--- config.mk ---
export PLATFORM = sky130hd
export DESIGN_NAME = uart_regbank
export DESIGN_NICKNAME = d
export VERILOG_FILES = /design/src/rtl/uart_regbank_pkg.sv /design/src/rtl/uart_fifo.sv /design/src/rtl/uart_line_err.sv /design/src/rtl/uart_regbank.sv
export SDC_FILE = /design/constraint.sdc
export NUM_CORES = 1
export LEC_CHECK = 0
export BUFFER_PORTS_ARGS = -buffer_cell sky130_fd_sc_hd__buf_2
export CAP_MARGIN = 10
export CORE_MARGIN = 8
export CORE_UTILIZATION = 50
export CTS_CLUSTER_DIAMETER = 120
export DETAILED_ROUTE_END_ITERATION = 10
export PLACE_DENSITY_LB_ADDON = 0.2
export RECOVER_POWER = 50
export SLEW_MARGIN = 20
export SYNTH_ARGS = -nofsm -noshare
export SYNTH_HDL_FRONTEND = slang
export SYNTH_SLANG_ARGS = --single-unit
--- constraint.sdc ---
create_clock -name clk -period 3.7 [get_ports clk]
set_input_delay 0.555 -clock clk [delete_from_list [all_inputs] [get_ports clk]]
set_output_delay 0.555 -clock clk [all_outputs]
set_load 0.03 [all_outputs]
--- src/rtl/uart_regbank_pkg.sv ---
package uart_regbank_pkg;

  typedef enum logic [2:0] {
    OFS_DATA    = 3'd0,
    OFS_IEN     = 3'd1,
    OFS_FIFO    = 3'd2,
    OFS_LINE    = 3'd3,
    OFS_MODEM   = 3'd4,
    OFS_LSTAT   = 3'd5,
    OFS_MSTAT   = 3'd6,
    OFS_SCRATCH = 3'd7
  } reg_ofs_e;

  localparam logic [7:0] LINE_CTL_RESET = 8'h03;

  // Sticky receive error flags, in the order they appear in the status byte.
  typedef struct packed {
    logic brk;
    logic frm;
    logic par;
    logic ovr;
  } line_err_t;

endpackage

--- src/rtl/uart_fifo.sv ---
module uart_fifo #(
  parameter int DEPTH     = 16,
  parameter int WIDTH     = 8,
  parameter bit OVERWRITE = 1'b0
) (
  input  logic                       clk,
  input  logic                       rst_n,
  input  logic                       deep,
  input  logic                       flush,
  input  logic                       push,
  input  logic [WIDTH-1:0]           din,
  input  logic                       pop,
  output logic [WIDTH-1:0]           dout,
  output logic [$clog2(DEPTH+1)-1:0] count,
  output logic                       full,
  output logic                       empty,
  output logic                       drop
);

  localparam int AW = $clog2(DEPTH);
  localparam int CW = $clog2(DEPTH + 1);

  logic [AW-1:0]    head_q, head_d, tail_q, tail_d;
  logic [CW-1:0]    cnt_q, cnt_d, cap;
  logic [WIDTH-1:0] mem [DEPTH];
  logic             do_push, do_pop, wr_en;
  logic [AW-1:0]    wr_idx;

  function automatic logic [AW-1:0] step(input logic [AW-1:0] p, input logic d);
    return d ? p + AW'(1) : '0;
  endfunction

  always_comb begin
    cap     = deep ? CW'(DEPTH) : CW'(1);
    empty   = (cnt_q == '0);
    full    = (cnt_q == cap);
    do_pop  = pop  & ~empty & ~flush;
    do_push = push & ~flush & (~full | do_pop);
    drop    = push & ~flush & full & ~do_pop;
  end

  always_comb begin
    head_d = head_q;
    tail_d = tail_q;
    cnt_d  = cnt_q;
    if (flush) begin
      head_d = '0;
      tail_d = '0;
      cnt_d  = '0;
    end else begin
      if (do_push) head_d = step(head_q, deep);
      if (do_pop)  tail_d = step(tail_q, deep);
      case ({do_push, do_pop})
        2'b10:   cnt_d = cnt_q + CW'(1);
        2'b01:   cnt_d = cnt_q - CW'(1);
        default: cnt_d = cnt_q;
      endcase
    end
  end

  generate
    if (OVERWRITE) begin : g_overwrite
      // A write into a full buffer lands on the newest slot.
      assign wr_en  = do_push | drop;
      assign wr_idx = do_push ? head_q : (deep ? head_q - AW'(1) : '0);
    end else begin : g_discard
      assign wr_en  = do_push;
      assign wr_idx = head_q;
    end
  endgenerate

  always_ff @(posedge clk or negedge rst_n) begin
    if (!rst_n) begin
      head_q <= '0;
      tail_q <= '0;
      cnt_q  <= '0;
    end else begin
      head_q <= head_d;
      tail_q <= tail_d;
      cnt_q  <= cnt_d;
    end
  end

  always_ff @(posedge clk) begin
    if (wr_en) mem[wr_idx] <= din;
  end

  assign dout  = mem[tail_q];
  assign count = cnt_q;

endmodule

--- src/rtl/uart_line_err.sv ---
module uart_line_err
  import uart_regbank_pkg::*;
(
  input  logic      clk,
  input  logic      rst_n,
  input  line_err_t set_i,
  input  logic      clr,
  output line_err_t err_o,
  output logic      any_o
);

  line_err_t err_q, err_d;
  logic      any_q, any_d;

  // A set in the clearing cycle wins over the clear.
  always_comb begin
    if (clr) begin
      err_d = set_i;
      any_d = |set_i;
    end else begin
      err_d = err_q | set_i;
      any_d = any_q | (|set_i);
    end
  end

  always_ff @(posedge clk or negedge rst_n) begin
    if (!rst_n) begin
      err_q <= '0;
      any_q <= 1'b0;
    end else begin
      err_q <= err_d;
      any_q <= any_d;
    end
  end

  assign err_o = err_q;
  assign any_o = any_q;

endmodule

--- src/rtl/uart_regbank.sv ---
module uart_regbank
  import uart_regbank_pkg::*;
#(
  parameter int BUF_DEPTH = 16
) (
  input  logic        clk,
  input  logic        rst_n,
  input  logic [2:0]  addr,
  input  logic [7:0]  wdata,
  input  logic        wr_stb,
  input  logic        rd_stb,
  output logic [7:0]  rdata,
  input  logic        tx_pop,
  input  logic        shift_idle,
  input  logic        rx_push,
  input  logic [7:0]  rx_byte,
  input  logic        rx_perr,
  input  logic        rx_ferr,
  input  logic        rx_brk,
  input  logic [7:0]  msr_set,
  input  logic [3:0]  irq_id,
  output logic [15:0] divisor,
  output logic [7:0]  lcr_out,
  output logic [3:0]  ier_out,
  output logic [4:0]  mcr_out,
  output logic        fifo_en,
  output logic [1:0]  rx_trig,
  output logic        tx_avail,
  output logic [7:0]  tx_data,
  output logic        thre_pend,
  output logic        rx_ready,
  output logic [4:0]  rx_level,
  output logic        rx_read_pulse
);

  localparam int CNT_W = $clog2(BUF_DEPTH + 1);

  // Register state
  logic [7:0] lcr_q, lcr_d;
  logic [3:0] ier_q, ier_d;
  logic [4:0] mcr_q, mcr_d;
  logic [7:0] scr_q, scr_d;
  logic [7:0] dll_q, dll_d, dlm_q, dlm_d;
  logic       fen_q, fen_d;
  logic [1:0] trig_q, trig_d;
  logic [7:0] msr_q, msr_d;
  logic       thre_q, thre_d;

  // Decode
  logic dlab, sel_data, sel_ien;
  logic wr_thr, wr_dll, wr_dlm, wr_ier, wr_fcr, wr_lcr, wr_mcr, wr_scr;
  logic rd_rbr, rd_lsr, rd_msr;
  logic mode_flip, rx_flush, tx_flush;

  // Buffers
  logic [7:0]       rx_dout, tx_dout;
  logic [CNT_W-1:0] rx_cnt, tx_cnt;
  logic             rx_full, rx_empty, rx_drop;
  logic             tx_full, tx_empty, tx_ovw;

  // Status
  line_err_t err_set, err_q;
  logic      err_any;
  logic [7:0] lsr;
  logic [7:0] rd_mux;

  always_comb begin
    dlab     = lcr_q[7];
    sel_data = (addr == OFS_DATA);
    sel_ien  = (addr == OFS_IEN);
    wr_thr   = wr_stb & sel_data & ~dlab;
    wr_dll   = wr_stb & sel_data &  dlab;
    wr_ier   = wr_stb & sel_ien  & ~dlab;
    wr_dlm   = wr_stb & sel_ien  &  dlab;
    wr_fcr   = wr_stb & (addr == OFS_FIFO);
    wr_lcr   = wr_stb & (addr == OFS_LINE);
    wr_mcr   = wr_stb & (addr == OFS_MODEM);
    wr_scr   = wr_stb & (addr == OFS_SCRATCH);
    rd_rbr   = rd_stb & sel_data & ~dlab;
    rd_lsr   = rd_stb & (addr == OFS_LSTAT);
    rd_msr   = rd_stb & (addr == OFS_MSTAT);
    mode_flip = wr_fcr & (wdata[0] != fen_q);
    rx_flush  = wr_fcr & (wdata[1] | mode_flip);
    tx_flush  = wr_fcr & (wdata[2] | mode_flip);
  end

  uart_fifo #(.DEPTH(BUF_DEPTH), .WIDTH(8), .OVERWRITE(1'b1)) u_txbuf (
    .clk   (clk),
    .rst_n (rst_n),
    .deep  (fen_q),
    .flush (tx_flush),
    .push  (wr_thr),
    .din   (wdata),
    .pop   (tx_pop),
    .dout  (tx_dout),
    .count (tx_cnt),
    .full  (tx_full),
    .empty (tx_empty),
    .drop  (tx_ovw)
  );

  uart_fifo #(.DEPTH(BUF_DEPTH), .WIDTH(8), .OVERWRITE(1'b0)) u_rxbuf (
    .clk   (clk),
    .rst_n (rst_n),
    .deep  (fen_q),
    .flush (rx_flush),
    .push  (rx_push),
    .din   (rx_byte),
    .pop   (rd_rbr),
    .dout  (rx_dout),
    .count (rx_cnt),
    .full  (rx_full),
    .empty (rx_empty),
    .drop  (rx_drop)
  );

  always_comb begin
    err_set.ovr = rx_drop;
    err_set.par = rx_push & rx_perr;
    err_set.frm = rx_push & rx_ferr;
    err_set.brk = rx_push & rx_brk;
  end

  uart_line_err u_lerr (
    .clk   (clk),
    .rst_n (rst_n),
    .set_i (err_set),
    .clr   (rd_lsr),
    .err_o (err_q),
    .any_o (err_any)
  );

  // Next-state logic for the control registers
  always_comb begin
    lcr_d  = wr_lcr ? wdata      : lcr_q;
    ier_d  = wr_ier ? wdata[3:0] : ier_q;
    mcr_d  = wr_mcr ? wdata[4:0] : mcr_q;
    scr_d  = wr_scr ? wdata      : scr_q;
    dll_d  = wr_dll ? wdata      : dll_q;
    dlm_d  = wr_dlm ? wdata      : dlm_q;
    fen_d  = wr_fcr ? wdata[0]   : fen_q;
    trig_d = wr_fcr ? wdata[7:6] : trig_q;
    msr_d  = rd_msr ? msr_set : (msr_q | msr_set);
    if (wr_thr)                 thre_d = 1'b0;
    else if (tx_pop & ~tx_empty) thre_d = 1'b1;
    else                        thre_d = thre_q;
  end

  always_ff @(posedge clk or negedge rst_n) begin
    if (!rst_n) begin
      lcr_q  <= LINE_CTL_RESET;
      ier_q  <= '0;
      mcr_q  <= '0;
      scr_q  <= '0;
      dll_q  <= '0;
      dlm_q  <= '0;
      fen_q  <= 1'b0;
      trig_q <= '0;
      msr_q  <= '0;
      thre_q <= 1'b0;
    end else begin
      lcr_q  <= lcr_d;
      ier_q  <= ier_d;
      mcr_q  <= mcr_d;
      scr_q  <= scr_d;
      dll_q  <= dll_d;
      dlm_q  <= dlm_d;
      fen_q  <= fen_d;
      trig_q <= trig_d;
      msr_q  <= msr_d;
      thre_q <= thre_d;
    end
  end

  // Line status byte
  always_comb begin
    lsr[0]   = ~rx_empty;
    lsr[4:1] = err_q;
    lsr[5]   = tx_empty;
    lsr[6]   = tx_empty & shift_idle;
    lsr[7]   = err_any;
  end

  always_comb begin
    case (addr)
      OFS_DATA:    rd_mux = dlab ? dll_q : (rx_empty ? 8'h00 : rx_dout);
      OFS_IEN:     rd_mux = dlab ? dlm_q : {4'b0000, ier_q};
      OFS_FIFO:    rd_mux = {fen_q, fen_q, 2'b00, irq_id};
      OFS_LINE:    rd_mux = lcr_q;
      OFS_MODEM:   rd_mux = 8'h00;
      OFS_LSTAT:   rd_mux = lsr;
      OFS_MSTAT:   rd_mux = msr_q;
      default:     rd_mux = scr_q;
    endcase
  end

  assign rdata         = rd_stb ? rd_mux : 8'h00;
  assign divisor       = {dlm_q, dll_q};
  assign lcr_out       = lcr_q;
  assign ier_out       = ier_q;
  assign mcr_out       = mcr_q;
  assign fifo_en       = fen_q;
  assign rx_trig       = trig_q;
  assign tx_avail      = ~tx_empty;
  assign tx_data       = tx_dout;
  assign thre_pend     = thre_q;
  assign rx_ready      = ~rx_empty;
  assign rx_level      = 5'(rx_cnt);
  assign rx_read_pulse = rd_rbr;

endmodule

Word level (Yosys, flattened, before mapping)
Memories as Yosys holds them, arrays and structs flattened. Index checks and enable logic that the tools add are counted. Widths: inputs -> output; s select.

Eq/ne operators: 14. $mul: 0. Bitwise operators: 50. Reductions and logical operators: 11. $add $sub $neg: 9. $lt $le $gt $ge: 0. Multiplexer cells: 33. Shift-type cells: 0. Divide/modulo/power cells: 0.

Operators with widths (number): $mux 4 (15); $pmux 8 s7 (1); $mux 8 (5); $and 1x1->1 (33); $pmux 5 s2 (2); $add 4x1->4 const B (4); $mux 5 (3); $eq 3x3->1 const B (4); $add 5x1->5 const B (2); $eq 5x5->1 (2); $logic_not 5->1 (2); $reduce_bool 2->1 (5); $sub 5x1->5 const B (2); $not 1->1 (9); $or 8x8->8 (1); $mux 1 (7); $eq 3x2->1 const B (2); $or 1x1->1 (6); $reduce_bool 3->1 (2); $eq 2x1->1 const B (2); $eq 2x2->1 const B (2); $or 4x4->4 (1); $reduce_or 4->1 (1); $sub 4x1->4 const B (1); 3 further kinds (3).

Bits in read-only memories: 0. Latch bits: 0. Flip-flop bits (word level): 84. Input port bits: 41. Output and inout bits: 61. Memories kept: 2. RAM bits: 256. Word-level logic and storage cells: 140.

Memories: u_rxbuf.mem (depth 16, width 8, rd ports 1, clocked after memory_dff 0, wr ports 1, RTL line uart_fifo.sv:25) `logic [WIDTH-1:0] mem [DEPTH];`; u_txbuf.mem (depth 16, width 8, rd ports 1, clocked after memory_dff 0, wr ports 1, RTL line uart_fifo.sv:25).

Logic depth before layout (Yosys ltp)
Gate-level depths: netlist of run 1.

Depth after elaboration: 12. Gate-level depth with buffers: 12.

Hierarchy
From an unflattened synthesis of run 1, not the netlist that was laid out.

Cells, all modules: 958. Area, all modules: 15087.0 um2.

By module, submodules not included: uart_fifo at u_txbuf (cells an instance 402, area an instance 6247.2 um2, sequential area each 4169.0 um2, instances 1); uart_fifo at u_rxbuf (cells an instance 315, area an instance 5905.7 um2, sequential area each 4169.0 um2, instances 1); uart_regbank (cells an instance 228, area an instance 2758.9 um2, sequential area each 1328.8 um2, instances 1); uart_line_err (cells an instance 13, area an instance 175.2 um2, sequential area each 125.1 um2, instances 1).

Worst setup path after synthesis of run 1
Ideal clock, no wire load.

Path type: reg2out. Start: reg u_rxbuf.cnt_q[1] (netlist: u_rxbuf.count[1]). End: out rdata[0]. Stages on the path, launching flop included: 8. Required time: 3145 ps. Slack: 822 ps. Data arrival time: 2323 ps. Cell sequence: dfrtp_1 > nor3_1 > and2_1 > buf_2 > inv_1 > a311oi_1 > nor3_1 > a21boi_0.

Elaborated cells on any way between the ends: 6. Those cells by class: mux (4); bitwise (1); reduce/logical (1).

RTL lines: start, declared (RTL line uart_fifo.sv:24) `logic [CW-1:0] cnt_q, cnt_d, cap;`; start signal, assigned (RTL line uart_fifo.sv:80) `cnt_q <= cnt_d;`; $logic_not 5->1 (RTL line uart_fifo.sv:35) `empty = (cnt_q == '0);`; $not 1->1; via rx_ready (RTL line uart_regbank.sv:31) `output logic rx_ready,`; $pmux 8 s7 (RTL line uart_regbank.sv:185) `case (addr)`; $mux 8 (RTL line uart_regbank.sv:197) `assign rdata = rd_stb ? rd_mux : 8'h00;`; end, declared (RTL line uart_regbank.sv:12) `output logic [7:0] rdata,`.

The timed path passes the listed nets, and every way through them passes these cells.

Final worst setup path of run 1
Start: in addr[0]. End: out rdata[6].

Word-level cells in the longest chain between the ends: 3. Elaborated cells on any way between the ends: 9. Those cells by class: eq/ne (6); mux (2); reduce/logical (1).

Ends and longest elaborated chain: start, declared (RTL line uart_regbank.sv:8) `input logic [2:0] addr,`; $eq 3x3->1 (tied with other cells) (RTL line uart_regbank.sv:185); $pmux 8 s7 (*) (RTL line uart_regbank.sv:185); $mux 8 (*) (RTL line uart_regbank.sv:197).

Every way passes the cells marked *; elsewhere a longest branch is shown, timed or not.

==> results of run 1 <==
==> power groups by stage <==
stage               combinational (mW)  sequential [mW]  clock, mW
finish                            2.55             4.81       3.43
global route                      2.75             4.85       3.63
CTS                               2.57             4.80       3.47
detailed placement                2.56             4.87          0
global placement                  2.53             4.87          0
floorplan                         1.59             4.97          0
==> sequential cells by signal, indices dropped and copies added, names as in the netlist, 8 cells and up <==
name,count
u_rxbuf.mem,128
msr_q,8
dll_q,8
lcr_out,8
u_txbuf.mem,128
scr_q,8
dlm_q,8
==> path summary, 6_finish.rpt <==
path	startpoint	endpoint	slack (ns)	depth (start not counted)
worst min-delay path	msr_set[2]	msr_q[2]	0.21	2
worst max register to register	fifo_en	u_txbuf.count[4]	0.68	11
min in group asynchronous	rst_n	lcr_out[3]	0.48	1
worst max-delay path	addr[0]	rdata[6]	0.23	9
worst min register to register	msr_q[2]	msr_q[2]	0.48	1
max in group asynchronous	rst_n	dlm_q[7]	1.63	2
==> worst max-delay path, stage by stage <==
cell,delay (ns)
buf_2,0.23
clkbuf_1,0.69
nor2b_1,0.21
clkbuf_1,0.28
nand2_1,0.09
or2_2,0.28
o311a_1,0.15
a21oi_1,0.20
buf_2,0.23
==> cells in the mapped netlist, types with 5 or more instances <==
cell type,n
edfxtp_1,256
dfrtp_1,82
o21ai_0,61
nand2_1,56
mux2_2,54
mux4_2,48
a21oi_1,43
clkbuf_1,31
mux2i_1,31
nor2_1,28
a22oi_1,26
nor3_1,26
and2_1,21
nand3_1,21
inv_1,16
buf_2,15
ha_1,13
nor2b_1,12
a221oi_1,11
a21o_1,9
buf_1,6
o31ai_1,6
nor4_1,5
or3_1,5
==> metrics by stage <==
stage | hold slack (ns) | util, %
detailed placement | 0.465 | 53.9
global placement | 0.458 | 53.9
CTS | 0.182 | 57.7
floorplan | 0.259 | -
global route | 0.202 | 57.6
finish | 0.205 | 57.6
==> final cells by class <==
| cell class | count | area (um^2) | share of cell area [%] |
|---|---|---|---|
| clock buffer | 45 | 965 | 5.72 |
| clock inverter | 19 | 151 | 0.897 |
| inverter | 16 | 60.1 | 0.356 |
| multi-input combinational | 561 | 4640 | 27.5 |
| sequential | 340 | 9790 | 58.0 |
| tap | 390 | 488 | 2.89 |
| timing repair buffer | 140 | 777 | 4.60 |
==> cell families (layout without fill, tap and decap cells) <==
kind of cell / Yosys count / after routing / share of synthesized area (%)
compound gates: 208 / 208 / 9.35
mux: 133 / 133 / 13.6
buf+inv: 70 / 220 / 1.97
fa+ha+maj: 14 / 14 / 1.24
flops: 340 / 340 / 66.6
simple gates: 201 / 201 / 6.99
xor+xnor: 5 / 5 / 0.298
==> routing by layer <==
metal	global-route usage (%)	vias up	part of all wire (%)
li1	-	4065	-
met1	29.8	4524	47
met2	29.8	298	45
met3	3.83	47	5.8
met4	5.48	0	1.9
met5	0	-	0
==> run summary, run 1 <==
largest cells by area after synthesis - edfxtp_1, dfrtp_1, mux4_2
Max Buffers Root-to-Sink - 3
post-cts sizing count - 0
post-CTS setup buffer count - 0
DRT antenna net count - 0
first-pass GRT wire length - 54.8 mm
DRT Pass-1 Iters - 5
EDFF count, synth - 256
Mapped Cells - 971
DRC - 0
worst vdd ir - 0.000612 V
crit share post-route - 93.8%
final hold vios - 0
CP Max Fanout - 18
commonest cells after routing, fill and taps aside - edfxtp_1, buf_2, dfrtp_1
Clock transition at path regs - 0.06 ns
Leakage Power - 5.97 nW
unrepaired setup endpoints after global routing - no
Slew headroom - -14.0%
crit start category - input port
Syn Area/Cell - 15.2 um^2
FF+latch count, synth - 340
dpl ws - 0.475 ns
Congestion Overflow GR - 0
HPWL Detailed - 24.1 mm
share of layout cells above drive strength 1 - 26.0%
Inserted Diodes - 0
number of global-route vias before repair - 8891
Filler cells - 2327
commonest non-fill, non-tap cell in the layout - edfxtp_1
Critical Path Sink Type - primary output
vias per cell - 5.91
Max Cap Viol - 1
fin area - 16900 um^2
Area after DPL - 15800 um^2
Cell Int Power - 7.39 mW
routed len/inst - 23.6 um
Mapped Area - 14700 um^2
Overall Power - 10.8 mW
failing checks - max-capacitance violations, max-slew violations
Worst Clk Skew - 0.0331 ns
Clock power frac - 31.8%
sequential element share of the synthesized area - 66.6%
clock latency on the worst-skew pair - 0.53 ns
H-tree depth - 2
CORE AREA - 29300 um^2
CTS Sinks - 340
Synth cell types - 70
Total GRT Usage - 20.0%
pin count of the biggest net entering global routing - 69
worst min path class - in2reg
initial antenna violation count - 0
ys async rst share - 24.7%
actual slew at the worst max-slew pin - 1.71 ns
Layout Nets - 1149
worst setup margin - 0.229 ns
die height - 188 um
power share of the combinational group - 23.6%
CTS tree - built
Final Max Slew Viols - 69
die width - 188 um
Root Driver - clkbuf_16
initial drt markers - 823
setup TNS - 0 ns
power density cells - 639 nW/um^2
row count - 63
Starting Density - 50.2%
Routability Congestion - 0.853
WL final - 35.7 mm
placed cell count - 1447
Non-Filler Instances - 1511
DIE AREA - 35200 um^2
total CTS buffers - 35
top cell type's share of synthesized area - 52.3%
worst path arrival time - 2.92 ns
largest area contributor in the netlist - edfxtp_1
sequential share of power - 44.6%
switching power - 3.39 mW
critical path type - in2out
Area Growth Syn to Fin - 14.7%
Vias - 8934
switching share of power - 31.4%
highest clock rate - 288 MHz
endpoints failing setup - 0
Critical Path RT - 3.14 ns
syn nets - 1026
clock period minus worst slack - 3.47 ns
outcome - finished with violations
I/O Pins - 102
Hold-fix buffers, CTS - 0
Syn. warnings - 0
port buffer count - 101
Top FF cell, synth - edfxtp_1
Power figures use the tool's default switching activity.
==> run 2: changes to the inputs <==
Settings changed: CAP_MARGIN 10 to 40, CELL_PAD_IN_SITES_DETAIL_PLACEMENT from default to 1, CELL_PAD_IN_SITES_GLOBAL_PLACEMENT from default to 1.
==> run summary, run 2 (synthesis results as in run 1) <==
WL final - 38.7 mm
hold depth - 2
CORE AREA - 29300 um^2
commonest non-fill, non-tap cell in the layout - edfxtp_1
Clock transition at path regs - 0.06 ns
Slew headroom - -65.2%
die width - 188 um
commonest cells after routing, fill and taps aside - edfxtp_1, buf_2, dfrtp_1
reg-to-reg setup timing slack - 0.49 ns
share of layout cells above drive strength 1 - 25.6%
crit share post-route - 95.4%
actual slew at the worst max-slew pin - 2.48 ns
switching power - 3.43 mW
die height - 188 um
first-pass GRT wire length - 60.0 mm
clock latency on the worst-skew pair - 0.52 ns
CTS Sinks - 340
initial drt markers - 694
dpl ws - 0.503 ns
setup TNS - 0 ns
number of global-route vias before repair - 9856
Vias - 9050
Inserted Diodes - 0
vias per cell - 5.99
power density cells - 663 nW/um^2
final hold vios - 0
CTS tree - built
Layout Nets - 1151
DRT Pass-1 Iters - 4
total CTS buffers - 36
initial antenna violation count - 1
Util after Layout - 58.1%
unrepaired setup endpoints after global routing - no
Worst Clk Skew - 0.0101 ns
CP Max Fanout - 22
Cell Int Power - 7.85 mW
Routability Congestion - 0.828
HPWL Detailed - 26.6 mm
worst vdd ir - 0.000423 V
Root Driver - clkbuf_16
endpoints failing setup - 0
Clock power frac - 34.1%
highest clock rate - 283 MHz
largest registers - u_rxbuf.mem (128), u_txbuf.mem (128)
FF-to-FF path depth - 11
routed len/inst - 25.6 um
FF-to-FF Start - u_txbuf.count[1]
sequential share of power - 42.7%
Starting Density - 50.2%
Max Cap Viol - 1
clock period minus worst slack - 3.53 ns
row count - 63
port buffer count - 101
pin count of the biggest net entering global routing - 45
Max Buffers Root-to-Sink - 3
I/O Pins - 102
crit start category - input port
DIE AREA - 35200 um^2
Overall Power - 11.3 mW
failing checks - max-capacitance violations, max-slew violations
H-tree depth - 2
reg2reg end - u_txbuf.count[4]
Total GRT Usage - 22.0%
switching share of power - 30.4%
DRT antenna net count - 0
Critical Path RT - 3.14 ns
Final Max Slew Viols - 45
Critical Path Sink Type - primary output
worst setup margin - 0.171 ns
critical path type - in2out
DRC - 0
Leakage Power - 6.03 nW
worst path arrival time - 2.97 ns
HP Start - msr_set[2]
power share of the combinational group - 23.1%
hold path endpoint - msr_q[2]
outcome - finished with violations
Congestion Overflow GR - 0
worst min path class - in2reg
Area Growth Syn to Fin - 15.8%
-- run 2: changes by cell type in the layout (fill, tap and decap cells not counted), sizes merged --
cell,previous run,this run
bufinv,1,8
clkinv,12,9
inv,21,19
buf,116,115
-- run 2: through the flow --
step           hold WS [ns]  area [um^2]  cells
6_report              0.218        17000   1512
5_1_grt               0.209        17000   1512
4_1_cts              0.0568        17100   1512
3_5_place_dp          0.461        15800   1448
3_3_place_gp          0.456        15800   1447
2_1_floorplan         0.259        14700    971
-- run 2: worst max-delay path by stage --
stage,from,endpoint,slack [ns],cells after the start
global placement,addr[0],u_txbuf.count[4],0.60,12
global route,addr[2],rdata[0],0.06,7
detailed placement,addr[0],u_txbuf.count[4],0.50,12
floorplan,u_rxbuf.count[1],rdata[0],0.82,7
CTS,u_rxbuf.count[2],rdata[0],0.12,7
finish,addr[2],rdata[0],0.17,7
-- run 2: timing repair --
item	in CTS	in global routing
setup endpoints to repair	0	1
hold buffers	0	0
setup buffers	0	0
gates resized for setup	0	1
-- run 2: worst max-delay path, cell delays in order --
cell	delay (ns)
clkbuf_1	0.65
clkbuf_1	0.47
mux2_2	0.40
o22a_1	0.21
a222oi_1	0.26
a21boi_0	0.19
buf_2	0.22
-- run 2: layout make-up --
type,instances,area [um^2]
clock inverter,21,310
clock buffer,43,948
timing repair buffer,141,790
multi-input combinational,561,4640
inverter,16,60.1
fill,2832,12300
tap,390,488
sequential,340,9790
-- run 2: power groups by stage --
stage                     clock network [mW]  logic (mW)  registers [mW]
after floorplan                            0        1.59            4.97
after global routing                    4.04        2.81            4.87
after global placement                     0        2.55            4.88
final                                   3.85        2.61            4.82
after CTS                               3.92        2.64            4.82
after detailed placement                   0        2.61            4.89
-- run 2: layer usage --
layer  GRT usage [%]  up-vias  share of wire [%]
met2            34.1      263                 47
li1                -     4072                  -
met1            30.8     4651                 44
met4            5.73        2                2.2
met3            5.35       62                6.4
met5               0        -              0.034
==> run 3: changes to the inputs <==
Settings changed: CORE_UTILIZATION 50 to 51.
==> run summary, run 3 (synthesis results as in run 1) <==
Leakage Power - 5.95 nW
worst setup margin - 0.202 ns
Total GRT Usage - 23.9%
Non-Filler Instances - 1507
FF-to-FF path depth - 11
clock period minus worst slack - 3.50 ns
Root Driver - clkbuf_16
post-CTS setup buffer count - 0
actual slew at the worst max-slew pin - 2.09 ns
largest registers - u_rxbuf.mem (128), u_txbuf.mem (128)
commonest cells after routing, fill and taps aside - edfxtp_1, dfrtp_1, buf_2
HP Start - msr_set[0]
Congestion Overflow GR - 0
Layout Nets - 1154
power density cells - 645 nW/um^2
CORE AREA - 28500 um^2
total CTS buffers - 36
final hold vios - 0
DRT Pass-1 Iters - 5
number of global-route vias before repair - 9939
share of layout cells above drive strength 1 - 24.9%
reg-to-reg setup timing slack - 0.61 ns
Util after Layout - 59.1%
DRC - 0
highest clock rate - 286 MHz
Clock transition at path regs - 0.06 ns
I/O Pins - 102
Worst Clk Skew - 0.0301 ns
HPWL Detailed - 27.3 mm
Area Growth Syn to Fin - 14.7%
DRT antenna net count - 0
die width - 186 um
worst vdd ir - 0.000503 V
worst min path class - in2reg
Starting Density - 51.5%
Max Buffers Root-to-Sink - 3
WL final - 40.4 mm
routed len/inst - 26.8 um
placed cell count - 1443
Overall Power - 10.9 mW
Critical Path Sink Type - primary output
endpoints failing setup - 0
Routability Congestion - 0.868
FF-to-FF Start - u_txbuf.count[1]
port buffer count - 101
crit share post-route - 94.5%
CTS Sinks - 340
first-pass GRT wire length - 61.7 mm
critical path type - reg2out
outcome - finished with violations
Inserted Diodes - 0
pin count of the biggest net entering global routing - 54
failing checks - max-capacitance violations, max-slew violations
initial antenna violation count - 2
dpl ws - 0.423 ns
die height - 186 um
H-tree depth - 2
worst path arrival time - 2.94 ns
CP Max Fanout - 10
crit start category - flip-flop
Final Max Slew Viols - 39
initial drt markers - 772
hold path endpoint - msr_q[0]
Vias - 9347
reg2reg end - u_txbuf.count[4]
vias per cell - 6.20
unrepaired setup endpoints after global routing - no
DIE AREA - 34500 um^2
setup TNS - 0 ns
clock latency on the worst-skew pair - 0.53 ns
Slew headroom - -39.3%
hold depth - 2
commonest non-fill, non-tap cell in the layout - edfxtp_1
row count - 62
CTS tree - built
Critical Path RT - 3.14 ns
Max Cap Viol - 1
-- run 3: cell count changes in the layout (fill, tap and decap cells not counted), moves of 4 or more --
cell       change
clkbuf_1       +8
buf_2          -7
bufinv_16      -6
buf_4          +4
-- run 3: critical path, stage by stage, from the launching register on --
cell and delay, ns:
dfrtp_2 0.60, buf_4 0.30, mux4_2 0.52, a22oi_1 0.43, nand2_1 0.18, nand2_1 0.12, a21oi_1 0.09, buf_2 0.20
-- run 3: power breakdown --
group | internal (mW) | switching (mW) | total [mW]
sequential | 4.44 | 0.356 | 4.80
combinational | 1.01 | 1.65 | 2.66
clock | 1.99 | 1.43 | 3.43
total | 7.45 | 3.44 | 10.9
-- run 3: routing by layer --
layer / vias to the layer above / share of wire [%] / global-route usage, %
li1: 4074 / - / -
met1: 4871 / 44 / 33.6
met2: 325 / 47 / 37.8
met4: 4 / 2.5 / 7.11
met5: - / 0.064 / 0
met3: 73 / 5.9 / 4.37
-- run 3: area by class of cell --
| class | instances | area [um^2] |
|---|---|---|
| repair buffers | 144 | 802 |
| multi-input cells | 561 | 4640 |
| clock buffers | 48 | 977 |
| fillers | 2780 | 11700 |
| flip-flops and latches | 340 | 9790 |
| clock inverters | 14 | 125 |
| inverters | 16 | 60.1 |
| well taps | 384 | 480 |
-- run 3: timing repair --
item                                   4_1_cts  5_1_grt
endpoints found under the hold margin        1        0
hold buffers                                 1        0
setup endpoints to repair                    0        1
gates resized for setup                      0        1
-- run 3: per-stage QoR --
| step | hold WS [ns] | instance area (um^2) |
|---|---|---|
| 2_1_floorplan | 0.259 | 14700 |
| 3_3_place_gp | 0.455 | 15800 |
| 3_5_place_dp | 0.465 | 15800 |
| 4_1_cts | 0.198 | 16900 |
| 5_1_grt | 0.211 | 16900 |
| 6_report | 0.220 | 16900 |
-- run 3: worst max-delay path by stage --
stage / from / endpoint / slack (ns) / cells after the start
after floorplan: u_rxbuf.count[1] / rdata[0] / 0.82 / 7
after global placement: u_rxbuf.count[1] / u_rxbuf.count[4] / 0.60 / 10
after detailed placement: addr[0] / u_txbuf.count[4] / 0.42 / 12
after CTS: u_rxbuf.count[1] / rdata[0] / 0.18 / 7
after global routing: addr[0] / rdata[6] / 0.05 / 9
final: u_rxbuf.tail_q[0] / rdata[1] / 0.20 / 7
